## src/rtl/irq_pkg.sv

```systemverilog
package irq_pkg;
  localparam int SRC_CNT = 3;

  typedef struct packed {
    logic               ackClr;
    logic [SRC_CNT-1:0] ackSel;
  } irqStrobe_t;
endpackage

```

## src/rtl/irq_datapath.sv

```systemverilog
module irq_datapath
  import irq_pkg::*;
#(
  parameter int DW = 8,
  parameter int N  = SRC_CNT
) (
  input  logic          clk,
  input  logic          rstN,
  input  logic          regWrEn,
  input  logic [DW-1:0] regWrData,
  input  logic [N-1:0]  setEvt,
  input  logic          rtnStb,
  input  logic          rtnIsReti,
  input  irqStrobe_t    ctl,
  output logic          masterEn,
  output logic [N-1:0]  srcEn,
  output logic [N-1:0]  srcFlag,
  output logic [DW-1:0] regRdData
);
  localparam int EN_LO = 1;
  localparam int FL_LO = N + 1;
  localparam int USED  = 2 * N + 1;

  logic          meNext;
  logic [N-1:0]  enNext;
  logic [N-1:0]  flNext;
  logic          wrUnused;

  assign wrUnused = ^regWrData[DW-1:USED];

  always_comb begin
    meNext = masterEn;
    enNext = srcEn;
    flNext = srcFlag;
    if (regWrEn) begin
      meNext = regWrData[0];
      enNext = regWrData[EN_LO +: N];
      flNext = regWrData[FL_LO +: N];
    end
    if (rtnStb && rtnIsReti) meNext = 1'b1;
    if (ctl.ackClr) begin
      meNext = 1'b0;
      flNext = flNext & ~ctl.ackSel;
    end
    flNext = flNext | setEvt;
  end

  always_ff @(posedge clk) begin
    if (!rstN) begin
      masterEn <= 1'b0;
      srcEn    <= '0;
      srcFlag  <= '0;
    end else begin
      masterEn <= meNext;
      srcEn    <= enNext;
      srcFlag  <= flNext;
    end
  end

  always_comb begin
    regRdData             = '0;
    regRdData[0]          = masterEn;
    regRdData[EN_LO +: N] = srcEn;
    regRdData[FL_LO +: N] = srcFlag;
  end
endmodule

```

## src/rtl/irq_control.sv

```systemverilog
module irq_control
  import irq_pkg::*;
#(
  parameter int DW       = 8,
  parameter int N        = SRC_CNT,
  parameter int VEC_BASE = 4,
  parameter int VEC_STEP = 4
) (
  input  logic          clk,
  input  logic          rstN,
  input  logic          sampleStb,
  input  logic          stackFull,
  input  logic          callAck,
  input  logic          masterEn,
  input  logic [N-1:0]  srcEn,
  input  logic [N-1:0]  srcFlag,
  output logic          callReq,
  output logic [DW-1:0] callVector,
  output irqStrobe_t    ctl
);
  localparam int SW = (N > 1) ? $clog2(N) : 1;

  logic [N-1:0]  elig;
  logic [SW-1:0] win;
  logic          pend;
  logic [SW-1:0] srcIdx;
  logic          ackOk;

  assign elig = srcEn & srcFlag & {N{masterEn & ~stackFull}};

  // lowest index = highest priority
  always_comb begin
    win = '0;
    for (int i = N - 1; i >= 0; i--) begin
      if (elig[i]) win = SW'(i);
    end
  end

  assign callReq    = pend & masterEn;
  assign callVector = DW'(VEC_BASE + int'(srcIdx) * VEC_STEP);
  assign ackOk      = callReq & callAck;

  always_comb begin
    ctl.ackClr = ackOk;
    ctl.ackSel = '0;
    if (ackOk) ctl.ackSel[srcIdx] = 1'b1;
  end

  always_ff @(posedge clk) begin
    if (!rstN) begin
      pend   <= 1'b0;
      srcIdx <= '0;
    end else if (ackOk || !masterEn) begin
      pend <= 1'b0;
    end else if (!pend && sampleStb && (|elig)) begin
      pend   <= 1'b1;
      srcIdx <= win;
    end
  end
endmodule

```

## src/rtl/prio_irq_ctrl.sv

```systemverilog
module prio_irq_ctrl
  import irq_pkg::*;
#(
  parameter int DW       = 8,
  parameter int VEC_BASE = 4,
  parameter int VEC_STEP = 4
) (
  input  logic          clk,
  input  logic          rstN,
  input  logic          sampleStb,
  input  logic          regWrEn,
  input  logic [DW-1:0] regWrData,
  output logic [DW-1:0] regRdData,
  input  logic          extEdge,
  input  logic          tmr0Ovf,
  input  logic          tmr1Ovf,
  input  logic          stackFull,
  input  logic          rtnStb,
  input  logic          rtnIsReti,
  input  logic          callAck,
  output logic          callReq,
  output logic [DW-1:0] callVector
);
  localparam int N = SRC_CNT;

  irqStrobe_t   ctl;
  logic         masterEn;
  logic [N-1:0] srcEn;
  logic [N-1:0] srcFlag;

  irq_datapath #(.DW(DW), .N(N)) u_dp (
    .clk(clk), .rstN(rstN),
    .regWrEn(regWrEn), .regWrData(regWrData),
    .setEvt({tmr1Ovf, tmr0Ovf, extEdge}),
    .rtnStb(rtnStb), .rtnIsReti(rtnIsReti),
    .ctl(ctl),
    .masterEn(masterEn), .srcEn(srcEn), .srcFlag(srcFlag),
    .regRdData(regRdData)
  );

  irq_control #(.DW(DW), .N(N), .VEC_BASE(VEC_BASE), .VEC_STEP(VEC_STEP)) u_ctl (
    .clk(clk), .rstN(rstN),
    .sampleStb(sampleStb), .stackFull(stackFull), .callAck(callAck),
    .masterEn(masterEn), .srcEn(srcEn), .srcFlag(srcFlag),
    .callReq(callReq), .callVector(callVector), .ctl(ctl)
  );
endmodule

```

## config.mk

```make
export PLATFORM = sky130hd
export DESIGN_NAME = prio_irq_ctrl
export DESIGN_NICKNAME = d
export VERILOG_FILES = /design/src/rtl/irq_pkg.sv /design/src/rtl/irq_datapath.sv /design/src/rtl/irq_control.sv /design/src/rtl/prio_irq_ctrl.sv
export SDC_FILE = /design/constraint.sdc
export NUM_CORES = 1
export LEC_CHECK = 0
export ABC_AREA = 1
export BUFFER_PORTS_ARGS = -buffer_cell sky130_fd_sc_hd__buf_4
export CAP_MARGIN = 20
export CORE_MARGIN = 2
export CORE_UTILIZATION = 34
export CTS_BUF_LIST = sky130_fd_sc_hd__clkbuf_4 sky130_fd_sc_hd__clkbuf_8
export DETAILED_ROUTE_END_ITERATION = 10
export GPL_ROUTABILITY_DRIVEN = 0
export PLACE_DENSITY = 0.66
export REMOVE_ABC_BUFFERS = 1
export SYNTH_ARGS = -nofsm -noshare
export SYNTH_HDL_FRONTEND = slang
export SYNTH_SLANG_ARGS = --single-unit
```

## constraint.sdc

```tcl
create_clock -name clk -period 1.1 [get_ports clk]
set_input_delay 0.22 -clock clk [delete_from_list [all_inputs] [get_ports clk]]
set_output_delay 0.22 -clock clk [all_outputs]
set_load 0.005 [all_outputs]
```

==> key figures <==
STA
  – Clk_skew: 2.761 ps
  – Final hold violations: 0
  – Worst setup margin: -123.0 ps
  – Fin crit period: approximately 1200 ps
  – Slew Viols, Final: 0
  – Finish-stage setup viols: 2
  – RSZ-0062 raised after global routing: yes
  – Maximum clock rate: 817.6 MHz
  – Final TNS setup: -212.0 ps
  – Fin crit share: 111.2%

Detailed routing
  – Antenna viol nets, final: 0
  – Remaining DRCs: 0
  – WL per Instance: around 10 um
  – Iteration-0 DRC Markers: 17
  – Routed WL: ~1.5 mm
  – Detailed Routing Iterations Pass 1: 4
  – Via density: 4.462
  – Via count of the routed design: 638

Clock network
  – CTS Buffer Depth: 2
  – CTS buffer count: 3
  – TritonCTS clock tree: built
  – Clk slew on worst S/H paths: 70 ps
  – H-tree Lvls: 1
  – Root buffer cell: clkbuf_4
  – CTS Hold Buffers Added: 0
  – Clock Sinks: 10
  – Clk_lat worst skew: 270 ps

Floorplanning
  – Die height: 45.55 um
  – Core box area: around 1700 sq um
  – Die area: 2074 sq um
  – Die Wd: between 40 and 50 um
  – Starting Density: 35.13%
  – Row count: 15
  – Boundary pin count: 36

Power
  – P_leak: 0.5108 nW
  – Power density over cell area: 951.6 nW/um^2
  – Worst vdd ir: just over 0.7 mV
  – Power Total: 0.9192 mW

Placed design
  – Buffers on Ports: 28
  – Placed Area: 799.5 sq um
  – DP Wirelength: 1.097 mm

Critical path
  – Data arrival, critical path: 1000 ps
  – Crit-path cells: inv_2, ha_4, buf_6
  – Worst endpoint required time: 880 ps
  – CP max stage cell: dfxtp_2
  – Slowest stage delay, CP: 340 ps
  – Setup crit start kind: flip-flop
  – CP Capture Type: primary output
  – Worst-path maximum fanout: 2
  – Critical Setup Path Class: flip-flop to primary output

Synthesis
  – Synth Area per Inst: a little under 7 sq um
  – Post-synthesis xor/xnor area fraction: 0%
  – Largest family of logic cells by synthesized area: simple AND/OR/NAND/NOR gates
  – Post-Synthesis Cells: 87
  – Sequential fraction of the synthesis area: approximately a third
  – Adder-cell area share of the yosys netlist: 8.529%
  – Mux contribution to synthesized area: 0%
  – Synth Area in Compound Gates: 8.742%
  – Netlist cell types: 15
  – #FFs+latches synth: 10
  – Post-Synth Simple-Gate Area: 32.62%
  – Post-Synthesis Cell Area: between 500 and 600 sq um
  – Warnings, synthesis: 0

GRT
  – Grt ovf: 0
  – Largest net degree at the start of global routing: 9
  – First-pass GRT wire length: 2.228 mm
  – Total GRT Usage: 14.89%
  – Initial antenna violation count: 0
  – Vias in the first global route: approximately 540

Layout
  – Ratio of cells with drive above 1 in the final layout: 45.24%
  – # diodes: 0
  – Commonest non-fill, non-tap cell in the layout: buf_4
  – Layout area overhead: 64.61%
  – Most frequent cells in the layout: buf_4 (30), nand2_1 (20), nor2_1 (13)
  – Final nets: 150
  – Fin area: between 900 and 1000 sq um
  – Layout Utilization: between 50% and 60%

Worst hold path
  – Worst hold path type: input port to flip-flop

Job
  – Number of max-cap violations: 0

Outcome
  – Failing checks: setup timing
  – Status: finished, violations left
flip-flops by register name, summed over array words and instances (netlist names):
name	flops
u_dp.masterEn	1
u_dp.srcEn	3
u_ctl.srcIdx	2
u_ctl.pend	1
u_dp.srcFlag	3
power breakdown:
group	internal, mW	leakage (nW)	switching (mW)	total (mW)
Combinational	0.101	0.405	0.0795	0.180
Sequential	0.382	0.0848	0.0178	0.400
Clock	0.201	0.0210	0.138	0.339
Total	0.684	0.511	0.235	0.919
path summary, 6_finish.rpt:
path                        start              end  slack [ps]  cells past startpoint
setup / recovery  u_ctl.srcIdx[1]    callVector[3]        -120                      3
setup reg to reg  u_ctl.srcIdx[0]  u_dp.srcFlag[1]          60                      6
hold reg to reg        u_ctl.pend       u_ctl.pend         510                      2
hold / removal            extEdge  u_dp.srcFlag[0]         160                      3
worst max-delay path, delay by kind of cell (launching register included):
| family | cells | cell delay, ps |
|---|---|---|
| adders and majority gates | 1 | 230 |
| DFF | 1 | 340 |
| buffers and inverters | 2 | 160 |
area by class of cell:
class	instances	area (sq um)
Multi-Input combinational cell	65	356.6
Timing Repair Buffer	37	304.0
Clock buffer	4	36.28
Tap cell	17	21.27
Inverter	10	40.04
Sequential cell	10	207.7
Fill cell	165	704.4
metrics by stage:
step	hold WS [ps]	setup WS, ps	std cells
floorplan	337.4	146.7	85
global placement	425.4	71.17	132
detailed placement	441.6	53.99	132
CTS	152.0	-128.2	142
global route	150.2	-160.2	143
finish	155.9	-123.0	143
cell usage after synthesis:
library cell | instances | area share, %
nand2_1 | 21 | 13
nor2_1 | 13 | 8.3
dfxtp_1 | 10 | 34
inv_1 | 8 | 5.1
buf_4 | 7 | 9.0
nand3_1 | 7 | 6.0
a21oi_1 | 5 | 4.3
ha_1 | 4 | 8.5
o21ai_0 | 4 | 3.4
inv_2 | 2 | 1.3
nand2_2 | 2 | 2.1
a31oi_1 | 1 | 1.1
conb_1 | 1 | 0.64
nor2_4 | 1 | 1.9
nor3_1 | 1 | 0.85
timing repair:
| item | 4_1_cts | 5_1_grt |
|---|---|---|
| resized for setup | 15 | 7 |
| buffers inserted | 6 | 1 |
| pin swaps | 3 | 1 |
| setup endpoints to repair | 4 | 5 |
kinds of logic after synthesis:
| logic type | count (synthesis) |
|---|---|
| buffers and inverters | 17 |
| adder cells (fa/ha/maj) | 4 |
| other | 1 |
| AO/OA/AOI/OAI | 10 |
| AND/OR/NAND/NOR | 45 |
| flip-flops | 10 |
routing by layer:
metal	global-route usage, %	wire [um]	vias up
met5	0	0	-
met4	3.529	0	0
met3	5.159	118	0
met2	22.54	725	25
met1	20.14	621	277
li1	-	-	336
Power figures use the tool's default switching activity.
